File: config.mk
export PLATFORM = sky130hd
export DESIGN_NAME = sport_core
export DESIGN_NICKNAME = d
export VERILOG_FILES = /design/src/rtl/sport_pkg.sv /design/src/rtl/sport_baud.sv /design/src/rtl/sport_tx.sv /design/src/rtl/sport_rx.sv /design/src/rtl/sport_core.sv
export SDC_FILE = /design/constraint.sdc
export NUM_CORES = 1
export LEC_CHECK = 0
export ABC_CLOCK_PERIOD_IN_PS = 1800
export BUFFER_PORTS_ARGS = -buffer_cell sky130_fd_sc_hd__buf_4
export CORE_MARGIN = 2
export CORE_UTILIZATION = 54
export DETAILED_ROUTE_END_ITERATION = 10
export PLACE_DENSITY = 0.81
export SYNTH_ARGS = -nofsm -noshare
export SYNTH_HDL_FRONTEND = slang
export SYNTH_SLANG_ARGS = --single-unit
File: constraint.sdc
create_clock -name clk_i -period 1.8 [get_ports clk_i]
set_input_delay 0.36 -clock clk_i [delete_from_list [all_inputs] [get_ports clk_i]]
set_output_delay 0.36 -clock clk_i [all_outputs]
set_load 0.02 [all_outputs]
File: src/rtl/sport_pkg.sv
package sport_pkg;
  typedef enum logic [1:0] {
    MODE_SYNC   = 2'b00,
    MODE_ASYNC8 = 2'b01,
    MODE_FIX9   = 2'b10,
    MODE_VAR9   = 2'b11
  } mode_e;

  localparam logic [1:0] ADDR_CTRL = 2'd0;
  localparam logic [1:0] ADDR_STAT = 2'd1;
  localparam logic [1:0] ADDR_DATA = 2'd2;
endpackage

File: src/rtl/sport_baud.sv
module sport_baud #(
  parameter int NSRC = 4,
  localparam int SELW = $clog2(NSRC)
) (
  input  logic            clk_i,
  input  logic            rst_ni,
  input  logic [NSRC-1:0] src_i,
  input  logic [SELW-1:0] sel_i,
  input  logic            fixed_i,
  input  logic            full_i,
  output logic            tick_o
);
  logic raw, half_q;

  // fixed rate runs from the core clock
  assign raw    = fixed_i | src_i[sel_i];
  assign tick_o = raw & (full_i | half_q);

  always_ff @(posedge clk_i or negedge rst_ni)
    if (!rst_ni)  half_q <= 1'b0;
    else if (raw) half_q <= ~half_q;


  tick_src_chk: assert property (@(posedge clk_i) disable iff (!rst_ni)
    tick_o |-> (fixed_i || src_i[sel_i]));
endmodule

File: src/rtl/sport_tx.sv
module sport_tx import sport_pkg::*; #(
  parameter int OSR = 16,
  parameter int DW  = 8
) (
  input  logic          clk_i,
  input  logic          rst_ni,
  input  logic          tick_i,
  input  logic          start_i,
  input  mode_e         mode_i,
  input  logic [DW-1:0] data_i,
  input  logic          bit9_i,
  input  logic          rxd_i,
  output logic          txd_o,
  output logic          sclk_o,
  output logic          busy_o,
  output logic          done_o,
  output logic [DW-1:0] rbyte_o
);
  localparam int SW = $clog2(OSR);
  localparam int FW = DW + 3;
  localparam int CW = $clog2(FW + 1);

  mode_e         mode_q;
  logic [FW-1:0] sh_q;
  logic [SW-1:0] sub_q;
  logic [CW-1:0] cnt_q;
  logic          busy_q, sclk_q;
  logic [DW-1:0] rin_q;
  logic          sync_m, sub_end;
  logic [CW-1:0] stop_idx;

  assign sync_m   = (mode_q == MODE_SYNC);
  assign sub_end  = (sub_q == SW'(OSR - 1));
  assign stop_idx = (mode_q == MODE_ASYNC8) ? CW'(DW + 1) : CW'(DW + 2);
  // async: done as the stop bit begins; sync: after the last high phase
  assign done_o   = busy_q && tick_i &&
                    (sync_m ? (sclk_q && cnt_q == CW'(DW - 1))
                            : (sub_end && cnt_q == stop_idx - 1'b1));
  assign txd_o    = busy_q ? sh_q[0] : 1'b1;
  assign sclk_o   = sclk_q;
  assign busy_o   = busy_q;
  assign rbyte_o  = rin_q;

  always_ff @(posedge clk_i or negedge rst_ni) begin
    if (!rst_ni) begin
      mode_q <= MODE_SYNC;
      sh_q   <= '1;
      sub_q  <= '0;
      cnt_q  <= '0;
      busy_q <= 1'b0;
      sclk_q <= 1'b1;
      rin_q  <= '0;
    end else if (start_i) begin
      mode_q <= mode_i;
      busy_q <= 1'b1;
      sub_q  <= '0;
      cnt_q  <= '0;
      if (mode_i == MODE_SYNC) begin
        sh_q   <= {{(FW-DW){1'b1}}, data_i};
        sclk_q <= 1'b0;
      end else if (mode_i == MODE_ASYNC8) begin
        sh_q <= {2'b11, data_i, 1'b0};
      end else begin
        sh_q <= {1'b1, bit9_i, data_i, 1'b0};
      end
    end else if (busy_q && tick_i) begin
      if (sync_m) begin
        if (!sclk_q) begin
          sclk_q <= 1'b1;
          rin_q  <= {rxd_i, rin_q[DW-1:1]};
        end else if (cnt_q == CW'(DW - 1)) begin
          busy_q <= 1'b0;
        end else begin
          sh_q   <= {1'b1, sh_q[FW-1:1]};
          cnt_q  <= cnt_q + 1'b1;
          sclk_q <= 1'b0;
        end
      end else begin
        sub_q <= sub_q + 1'b1;
        if (sub_end) begin
          if (cnt_q == stop_idx) busy_q <= 1'b0;
          else begin
            sh_q  <= {1'b1, sh_q[FW-1:1]};
            cnt_q <= cnt_q + 1'b1;
          end
        end
      end
    end
  end


  sclk_idle_chk: assert property (@(posedge clk_i) disable iff (!rst_ni)
    !busy_q |-> sclk_q);

  start_idle_chk: assert property (@(posedge clk_i) disable iff (!rst_ni)
    start_i |-> !busy_q);
endmodule

File: src/rtl/sport_rx.sv
module sport_rx #(
  parameter int OSR = 16,
  parameter int DW  = 8
) (
  input  logic          clk_i,
  input  logic          rst_ni,
  input  logic          en_i,
  input  logic          tick_i,
  input  logic          nine_i,
  input  logic          rxd_i,
  output logic          done_o,
  output logic [DW-1:0] data_o,
  output logic          bit9_o,
  output logic          stop_o
);
  localparam int SW  = $clog2(OSR);
  localparam int MID = OSR / 2;
  localparam int CW  = $clog2(DW + 2);

  typedef enum logic [1:0] {RX_IDLE, RX_START, RX_DATA, RX_STOP} rx_st_e;

  rx_st_e        st_q;
  logic          s1_q, rx_q;
  logic [SW-1:0] sub_q;
  logic [CW-1:0] cnt_q, last;
  logic [1:0]    smp_q;
  logic [DW:0]   sh_q;
  logic          vote, at_vote, sub_end;

  assign vote    = (smp_q[0] & smp_q[1]) | (smp_q[0] & rx_q) | (smp_q[1] & rx_q);
  assign at_vote = (sub_q == SW'(MID + 1));
  assign sub_end = (sub_q == SW'(OSR - 1));
  assign last    = nine_i ? CW'(DW) : CW'(DW - 1);
  assign done_o  = en_i && tick_i && st_q == RX_STOP && at_vote;
  assign stop_o  = vote;
  assign data_o  = nine_i ? sh_q[DW-1:0] : sh_q[DW:1];
  assign bit9_o  = sh_q[DW];

  always_ff @(posedge clk_i or negedge rst_ni) begin
    if (!rst_ni) begin
      s1_q  <= 1'b1;
      rx_q  <= 1'b1;
      st_q  <= RX_IDLE;
      sub_q <= '0;
      cnt_q <= '0;
      smp_q <= '0;
      sh_q  <= '0;
    end else begin
      s1_q <= rxd_i;
      rx_q <= s1_q;
      if (!en_i) begin
        st_q  <= RX_IDLE;
        sub_q <= '0;
      end else if (tick_i) begin
        if (st_q == RX_IDLE) begin
          if (!rx_q) begin
            st_q  <= RX_START;
            sub_q <= SW'(1);
          end
        end else begin
          sub_q <= sub_q + 1'b1;
          if (sub_q == SW'(MID - 1)) smp_q[0] <= rx_q;
          if (sub_q == SW'(MID))     smp_q[1] <= rx_q;
          if (at_vote) begin
            case (st_q)
              RX_START: if (vote) st_q <= RX_IDLE;   // false start
              RX_DATA:  sh_q <= {vote, sh_q[DW:1]};
              RX_STOP:  st_q <= RX_IDLE;
              default:  ;
            endcase
          end
          if (sub_end) begin
            case (st_q)
              RX_START: begin st_q <= RX_DATA; cnt_q <= '0; end
              RX_DATA:  if (cnt_q == last) st_q <= RX_STOP;
                        else cnt_q <= cnt_q + 1'b1;
              default:  ;
            endcase
          end
        end
      end
    end
  end


  rx_off_chk: assert property (@(posedge clk_i) disable iff (!rst_ni)
    !en_i |=> (st_q == RX_IDLE));
endmodule

File: src/rtl/sport_core.sv
module sport_core import sport_pkg::*; #(
  parameter int DW   = 8,
  parameter int OSR  = 16,
  parameter int NSRC = 4,
  localparam int SELW = $clog2(NSRC)
) (
  input  logic            clk_i,
  input  logic            rst_ni,
  input  logic [1:0]      addr_i,
  input  logic            wr_en_i,
  input  logic [7:0]      wdata_i,
  input  logic            rd_en_i,
  output logic [7:0]      rdata_o,
  input  logic [NSRC-1:0] ovf_i,
  input  logic            addr_match_i,
  input  logic            rxd_i,
  output logic            txd_o,
  output logic            sclk_o,
  output logic            irq_o
);
  mode_e         mode_q;
  logic          mp_q, ren_q, tb9_q, rb9_q, ti_q, ri_q;
  logic [SELW-1:0] tsrc_q, rsrc_q;
  logic          full_q, col_q, ovr_q, fe_q, unread_q;
  logic [DW-1:0] rbuf_q;

  logic wr_ctrl, wr_stat, wr_data, rd_data;
  logic tx_tick, rx_tick, tx_busy, tx_done, tx_start;
  logic rx_done, rx_b9, rx_stop, rx_en, fixed_m;
  logic [DW-1:0] tx_rbyte, rx_data;
  logic accept_async, take_sync, take;
  logic [DW-1:0] take_byte;

  assign wr_ctrl  = wr_en_i && addr_i == ADDR_CTRL;
  assign wr_stat  = wr_en_i && addr_i == ADDR_STAT;
  assign wr_data  = wr_en_i && addr_i == ADDR_DATA;
  assign rd_data  = rd_en_i && addr_i == ADDR_DATA;
  assign tx_start = wr_data && !tx_busy;
  assign fixed_m  = (mode_q == MODE_FIX9);
  assign rx_en    = ren_q && mode_q != MODE_SYNC;

  sport_baud #(.NSRC(NSRC)) u_tx_baud (
    .clk_i, .rst_ni, .src_i(ovf_i), .sel_i(tsrc_q), .fixed_i(fixed_m),
    .full_i(full_q), .tick_o(tx_tick));

  sport_baud #(.NSRC(NSRC)) u_rx_baud (
    .clk_i, .rst_ni, .src_i(ovf_i), .sel_i(rsrc_q), .fixed_i(fixed_m),
    .full_i(full_q), .tick_o(rx_tick));

  sport_tx #(.OSR(OSR), .DW(DW)) u_tx (
    .clk_i, .rst_ni, .tick_i(tx_tick), .start_i(tx_start), .mode_i(mode_q),
    .data_i(wdata_i[DW-1:0]), .bit9_i(tb9_q), .rxd_i, .txd_o, .sclk_o,
    .busy_o(tx_busy), .done_o(tx_done), .rbyte_o(tx_rbyte));

  sport_rx #(.OSR(OSR), .DW(DW)) u_rx (
    .clk_i, .rst_ni, .en_i(rx_en), .tick_i(rx_tick),
    .nine_i(mode_q[1]), .rxd_i, .done_o(rx_done), .data_o(rx_data),
    .bit9_o(rx_b9), .stop_o(rx_stop));

  // acceptance filter
  always_comb begin
    if (mode_q == MODE_ASYNC8) accept_async = rx_done && (!mp_q || rx_stop);
    else accept_async = rx_done && (!mp_q || (rx_b9 && addr_match_i));
  end
  assign take_sync = tx_done && mode_q == MODE_SYNC && ren_q;
  assign take      = accept_async || take_sync;
  assign take_byte = take_sync ? tx_rbyte : rx_data;
  assign irq_o     = ti_q | ri_q;

  always_ff @(posedge clk_i or negedge rst_ni) begin
    if (!rst_ni) begin
      mode_q <= MODE_SYNC;
      {mp_q, ren_q, tb9_q, rb9_q, ti_q, ri_q} <= '0;
      tsrc_q <= '0;
      rsrc_q <= '0;
      {full_q, col_q, ovr_q, fe_q} <= '0;
      unread_q <= 1'b0;
      rbuf_q   <= '0;
    end else begin
      if (wr_ctrl) begin
        mode_q <= mode_e'(wdata_i[1:0]);
        mp_q   <= wdata_i[2];
        ren_q  <= wdata_i[3];
        tb9_q  <= wdata_i[4];
        rb9_q  <= wdata_i[5];
        ti_q   <= wdata_i[6];
        ri_q   <= wdata_i[7];
      end
      if (wr_stat) begin
        tsrc_q <= wdata_i[SELW-1:0];
        rsrc_q <= wdata_i[2*SELW-1:SELW];
        full_q <= wdata_i[4];
        col_q  <= wdata_i[5];
        ovr_q  <= wdata_i[6];
        fe_q   <= wdata_i[7];
      end
      if (tx_done) ti_q <= 1'b1;
      if (wr_data && tx_busy) col_q <= 1'b1;
      if (rx_done && !rx_stop) fe_q <= 1'b1;
      if (accept_async) rb9_q <= (mode_q == MODE_ASYNC8) ? rx_stop : rx_b9;
      if (take) begin
        ri_q     <= 1'b1;
        rbuf_q   <= take_byte;
        unread_q <= 1'b1;
        if (unread_q) ovr_q <= 1'b1;
      end else if (rd_data) begin
        unread_q <= 1'b0;
      end
    end
  end

  always_comb begin
    case (addr_i)
      ADDR_CTRL: rdata_o = {ri_q, ti_q, rb9_q, tb9_q, ren_q, mp_q, mode_q};
      ADDR_STAT: rdata_o = {fe_q, ovr_q, col_q, full_q, rsrc_q, tsrc_q};
      ADDR_DATA: rdata_o = 8'(rbuf_q);
      default:   rdata_o = '0;
    endcase
  end


  ti_sw_clear_chk: assert property (@(posedge clk_i) disable iff (!rst_ni)
    $fell(ti_q) |-> $past(wr_ctrl));

  ri_sw_clear_chk: assert property (@(posedge clk_i) disable iff (!rst_ni)
    $fell(ri_q) |-> $past(wr_ctrl));

  ti_rise_chk: assert property (@(posedge clk_i) disable iff (!rst_ni)
    $rose(ti_q) |-> ($past(tx_busy) || $past(wr_ctrl)));

  col_set_chk: assert property (@(posedge clk_i) disable iff (!rst_ni)
    (wr_data && tx_busy) |=> col_q);
endmodule

==> run metrics, run 1 <==
setup ws final=-267 ps; endpoint of the worst hold path=u_rx.s1_q$_DFF_PN1_; multiplexer share of the synthesized area=0.151; XOR/XNOR Fraction of Synth Area=0.00613; outcome=finished with violations; most common cell in the synthesized netlist=dfrtp_1; CP startpoint kind=flip-flop; wire per inst=20.9 microns; grt met2 use=0.499; Max Freq=0.484 GHz; CTS tree=done; max-cap violations=0; Max Root-Sink Buffers=2; TritonCTS Buffers=9; DIE AREA=0.00867 sq mm; worst vdd ir=0.823 mV; final slew viol count=0; reg2reg end=rbuf_q[5]$_DFFE_PN0P_; worst path required time=2030 ps; Min-Delay Path Class=in2reg; sequential area share after synthesis=0.471; Compound-Gate Fraction of Synth Area=0.149; main combinational cell family by area after synthesis=simple AND/OR/NAND/NOR gates; minimum clock period=2070 ps; Hold Crit Depth=1; H-tree depth=3; kind of critical path=reg2reg; DP Worst Slack=-324 ps; CP endpoint kind=flip-flop; Final ANT Viol Nets=0; r2r startpoint=u_tx.mode_q[1]$_DFFE_PN0P_; initial core utilization=0.555; clock sink count=80; failing checks=negative setup slack; leak pwr=2.74 nW; FF+latch count, synth=80; R2R setup slack=-270 ps; Final Skew=14.5 ps; pin count of the biggest net entering global routing=32; largest cells by area after synthesis=dfrtp_1, dfstp_2, mux2_2; CP max FO=6; R2R depth=6; 1st-pass router iterations=5; adder-cell share of the synthesized area=0.0344; layout cells sized above 1=0.462; Iter 0 DRT Violations=373; GR peak layer=met2; Global Route met3 Usage=0.0492; Slew headroom=0.558; syn avg cell area=10.5 sq um; GRT Total Usage=0.304; RSZ-0062 raised after global routing=yes; met1 Resource Use GR=0.396; total gr overflow=0; # setup viols final=51; HPWL after DPL=8240 microns; vias in the first global route=4030; Post-synth EDFFs=0; hold violation total from the final report=0; post-synthesis simple-gate area fraction=0.165; DRT Wirelength=13400 microns; Root Buffer=clkbuf_8; antenna cells=0; Reg clk slew, reported paths=90 ps; Worst-Margin Slew=656 ps; global-route wire length before repair=20300 microns; PD cells=1210 mW/mm^2; num rows=32; Synth Instances=407; Die Y-Extent=93.1 microns; gpl congestion=0.956; Crit path arrival time=2300 ps; fin nets=567; Clk Latency, worst-skew pair=360 ps; yosys warns=0; initial antenna violation count=0; vias per cell=6.21; synthesized area=0.00429 sq mm; I/O Pins=31; Yosys top cell area share=0.391; Vias=3994; P&R area growth vs syn=39.6%; Core Box Area=0.00773 sq mm; port buffer count=30; DRC viols=0; ys flop type=dfrtp_1; Yosys top cell by area=dfrtp_1; Syn Nets=438; Post-synth ARST share=1.00; hold path startpoint=rxd_i; crit share post-route=1.15; commonest cells in the netlist=dfrtp_1, nand2_1, mux2_2; Synth cell types=64; fillers=447; Fin Setup TNS=-7060 ps; chip width=93.1 microns
[per-stage QoR]
step / hold WS [ps] / power [W] / area, sq um / util / instances
global route: 117 / 0.00754 / 5990 / 0.775 / 643
CTS: 119 / 0.00673 / 5760 / 0.745 / 632
detailed placement: 328 / 0.00506 / 5220 / 0.676 / 603
finish: 121 / 0.00723 / 5990 / 0.775 / 643
floorplan: 64.4 / 0.00392 / 4330 / - / 407
global placement: 326 / 0.00493 / 5220 / 0.676 / 603
[layout by cell type, fill, tap and decap left out, types with 3 or more instances in the layout]
cell type	netlist	layout
nand2b_1	5	5
a21oi_1	17	15
ha_1	11	9
nor2_4	0	5
a311o_1	4	4
nand2_1	45	42
dfstp_2	13	13
mux2_2	30	20
o21ai_2	0	5
dfrtp_1	67	66
nor2b_1	7	4
nor2_1	27	22
inv_1	9	9
nor3_4	0	4
nor3_1	14	8
buf_6	0	14
buf_4	0	116
a211oi_2	0	3
nand3_1	7	5
o21ai_0	27	16
o21ai_1	0	6
a221o_1	9	9
clkinvlp_4	0	3
mux2i_1	27	27
or3_4	1	3
nand3b_1	5	5
clkbuf_8	0	9
mux2_4	1	11
a211o_1	5	5
[per-layer routing]
metal,wire (microns),vias up
li1,-,1753
met1,5500,1974
met2,6670,224
met3,945,43
met4,308,0
met5,0,-
[state kept, by name, indices dropped and copies added, names as in the netlist, 4 cells and up]
signal / cells
u_rx.sh_q: 9
rbuf_q: 8
u_tx.sub_q: 4
u_tx.cnt_q: 4
u_rx.sub_q: 4
u_tx.rbyte_o: 8
u_rx.cnt_q: 4
u_tx.sh_q: 10
[what timing repair did]
action	in CTS	in global routing
pin swaps	16	25
resized for setup	65	39
setup endpoints to repair	58	63
cloned	3	0
hold buffers	1	0
setup buffers	9	12
endpoints found under the hold margin	26	0
[logic make-up after synthesis]
logic type | Yosys count
and+or+nand+nor | 138
adders and majority gates | 12
muxes | 59
buffers and inverters | 26
DFF | 80
AOI/OAI and AO/OA | 89
xor gates and xnor gates | 3
[critical path, stage by stage (launching register included)]
cell and delay [ps]:
dfrtp_1 410, or2_2 340, nor3_1 330, o21bai_4 230, a41oi_4 160, buf_6 170, a221o_1 300
[cell type report]
| type | instances | area (sq um) | share of cell area |
|---|---|---|---|
| clock buffer | 11 | 131 | 0.0219 |
| multi-input combinational | 302 | 2520 | 0.422 |
| inverter | 9 | 33.8 | 0.00564 |
| sequential | 80 | 2020 | 0.337 |
| timing repair buffer | 134 | 1090 | 0.183 |
| clock inverter | 5 | 57.6 | 0.00961 |
| tap | 102 | 128 | 0.0213 |
[worst max-delay path by stage]
stage          cells after the start  slack (ps)                     endpoint                  startpoint
6_report                           6        -270        rbuf_q[5]$_DFFE_PN0P_  u_tx.mode_q[1]$_DFFE_PN0P_
5_1_grt                            6        -310        rbuf_q[6]$_DFFE_PN0P_  u_tx.mode_q[1]$_DFFE_PN0P_
4_1_cts                            6        -190  u_tx.rbyte_o[2]$_DFFE_PN0P_       tsrc_q[1]$_DFFE_PN0P_
3_5_place_dp                       7        -320        rbuf_q[4]$_DFFE_PN0P_   u_tx.sub_q[0]$_DFFE_PN0P_
3_3_place_gp                       7        -210         unread_q$_DFFE_PN0P_                    ovf_i[3]
2_1_floorplan                      5        -230  u_tx.rbyte_o[7]$_DFFE_PN0P_       tsrc_q[1]$_DFFE_PN0P_
[power breakdown]
group / total [W] / internal [W] / switching, W
registers: 0.00258 / 0.00227 / 0.000305
logic: 0.00333 / 0.00165 / 0.00167
clock network: 0.00133 / 0.000640 / 0.000688
total: 0.00723 / 0.00457 / 0.00266
Note: power is estimated with default switching activity, not from simulation.
==> inputs of run 2 (changes only) <==
--- a/config.mk
+++ b/config.mk
@@ -5,7 +5,7 @@
 export SDC_FILE = /design/constraint.sdc
 export NUM_CORES = 1
 export LEC_CHECK = 0
-export ABC_CLOCK_PERIOD_IN_PS = 1800
+export ABC_CLOCK_PERIOD_IN_PS = 1900
 export BUFFER_PORTS_ARGS = -buffer_cell sky130_fd_sc_hd__buf_4
 export CORE_MARGIN = 2
 export CORE_UTILIZATION = 54
==> constraint.sdc (replaced) <==
create_clock -name clk_i -period 1.9 [get_ports clk_i]
set_input_delay 0.38 -clock clk_i [delete_from_list [all_inputs] [get_ports clk_i]]
set_output_delay 0.38 -clock clk_i [all_outputs]
set_load 0.02 [all_outputs]
==> run 2 against run 1 <==
Against the previous run: the flow still finishes with violations (negative setup slack); non-clock buffer count fell by 30; maximum frequency rose by 4.6%; sequential power is 4% lower; worst hold slack better by 23 ps; total power is 6.6% lower; critical path depth is the same; die area did not move; clock power is 19% higher; final area decreased by 5.1%; clock-buffer cell count fell by 1; register-to-register slack better by 190 ps; final cell count fell by 4.7%.
==> run metrics, run 2 (synthesis gave the netlist of run 1 again) <==
outcome=finished with violations (unchanged); Crit path arrival time=2280 ps (was 2300 ps); pin count of the biggest net entering global routing=44 (was 32); kind of critical path=reg2reg (unchanged); layout cells sized above 1=0.413 (was 0.462); CTS tree=done (unchanged); GRT Total Usage=0.291 (was 0.304); commonest cells after routing, fill and taps aside=buf_4, dfrtp_1, nand2_1 (unchanged); Vias=3883 (was 3994); gpl congestion=0.945 (was 0.956); CP max FO=6 (unchanged); Min-Delay Path Class=in2reg (unchanged); total gr overflow=0 (unchanged); multi-input logic area=0.00241 sq mm (was 0.00252 sq mm); leak pwr=2.58 nW (was 2.74 nW); hold violation total from the final report=0 (unchanged); Fin Setup TNS=-2040 ps (was -7060 ps); Most flops, register=u_tx.sh_q (unchanged); Final ANT Viol Nets=0 (unchanged); DP Worst Slack=-248 ps (was -324 ps); DIE AREA=0.00867 sq mm (unchanged); num rows=32 (unchanged); I/O Pins=31 (unchanged); TritonCTS Buffers=9 (unchanged); global-route wire length before repair=19700 microns (was 20300 microns); Tot Pwr=0.00676 W (was 0.00723 W); placed insts=587 (was 603); commonest non-fill, non-tap cell in the layout=buf_4 (unchanged); RSZ-0062 raised after global routing=yes (unchanged); fin cells=613 (was 643); Clk Latency, worst-skew pair=360 ps (about the same); Slew headroom=0.550 (was 0.558); CP startpoint kind=flip-flop (unchanged); 1st-pass router iterations=5 (unchanged); Iter 0 DRT Violations=333 (was 373); P&R area growth vs syn=32.5% (was 39.6%); initial core utilization=0.555 (unchanged); wire per inst=20.2 microns (was 20.9 microns); Seq. cell area=0.00202 sq mm (unchanged); H-tree depth=3 (unchanged); # setup viols final=42 (was 51); chip width=93.1 microns (unchanged); Final Skew=15.1 ps (was 14.5 ps); Max Freq=0.506 GHz (was 0.484 GHz); max-cap violations=0 (unchanged); HPWL after DPL=7970 microns (was 8240 microns); Worst Hold Margin=144 ps (was 121 ps); port buffer count=30 (unchanged); Regs by FF count=u_tx.sh_q (10), u_rx.sh_q (9) (unchanged); worst path required time=2200 ps (was 2030 ps); clock sink count=80 (unchanged); vias per cell=6.33 (was 6.21); antenna cells=0 (unchanged); fin nets=537 (was 567); Reg clk slew, reported paths=90 ps (about the same); Largest register FFs=10 (unchanged); worst vdd ir=0.643 mV (was 0.823 mV); crit share post-route=1.04 (was 1.15); Root Buffer=clkbuf_8 (unchanged); Max Root-Sink Buffers=2 (unchanged); Core Box Area=0.00773 sq mm (unchanged); failing checks=negative setup slack (unchanged); fillers=465 (was 447); initial antenna violation count=0 (unchanged); Die Y-Extent=93.1 microns (unchanged); setup ws final=-77.2 ps (was -267 ps); PD cells=1190 mW/mm^2 (was 1210 mW/mm^2); DRC viols=0 (unchanged); minimum clock period=1980 ps (was 2070 ps); CP endpoint kind=flip-flop (unchanged); final slew viol count=0 (unchanged); vias in the first global route=3808 (was 4030); Worst-Margin Slew=669 ps (was 656 ps); DRT Wirelength=12400 microns (was 13400 microns)
-- run 2: path summary, 6_finish.rpt --
path,slack [ps],depth (start not counted),start,end
worst max register to register,-80,6,rsrc_q[0]$_DFFE_PN0P_,rbuf_q[6]$_DFFE_PN0P_
min in group asynchronous,450,2,rst_ni,u_tx.cnt_q[0]$_DFFE_PN0P_
worst max-delay path,-80,6,rsrc_q[0]$_DFFE_PN0P_,rbuf_q[6]$_DFFE_PN0P_
max in group asynchronous,830,3,rst_ni,u_rx.rx_q$_DFF_PN1_
worst min-delay path,140,1,rxd_i,u_rx.s1_q$_DFF_PN1_
worst min register to register,370,0,u_rx.s1_q$_DFF_PN1_,u_rx.rx_q$_DFF_PN1_
-- run 2: metrics by stage --
stage | instance area (sq um) | utilization
finish | 5680 | 0.735
CTS | 5550 | 0.718
global route | 5680 | 0.735
detailed placement | 5090 | 0.658
global placement | 5090 | 0.658
floorplan | 4310 | -
-- run 2: area by class of cell --
type                            instances  area share
Inverter                                9     0.00594
Tap cell                              102      0.0225
Clock buffer                           10      0.0242
Multi-Input combinational cell        302       0.424
Timing Repair Buffer                  104       0.148
Sequential cell                        80       0.355
Clock inverter                          6      0.0203
-- run 2: report_power, final --
part	internal, W	leakage [nW]	switching [W]
combinational	0.00132	1.46	0.00138
clock	0.000916	0.123	0.000666
sequential	0.00215	0.994	0.000317
-- run 2: repair_timing --
item                                    4_1_cts  5_1_grt
endpoints found under the setup margin       50       53
pin swaps                                    14       15
hold buffers                                  1        0
hold endpoints to repair                     20        0
cloned                                        2        0
buffers inserted                              5        3
gates resized for setup                      42       31
-- run 2: critical path, cell delays in order, from the launching register on --
cell and delay (ps):
dfrtp_1 410, mux4_2 560, o22a_4 250, o2111a_2 170
a41oi_4 220, buf_6 170, a221o_1 140
-- run 2: metal layers --
layer,up-vias,GRT usage,routed length [microns]
met3,34,0.0492,1090
met1,1923,0.425,5020
met5,-,0,0
met2,233,0.458,6030
li1,1693,-,-
met4,0,0.0686,239
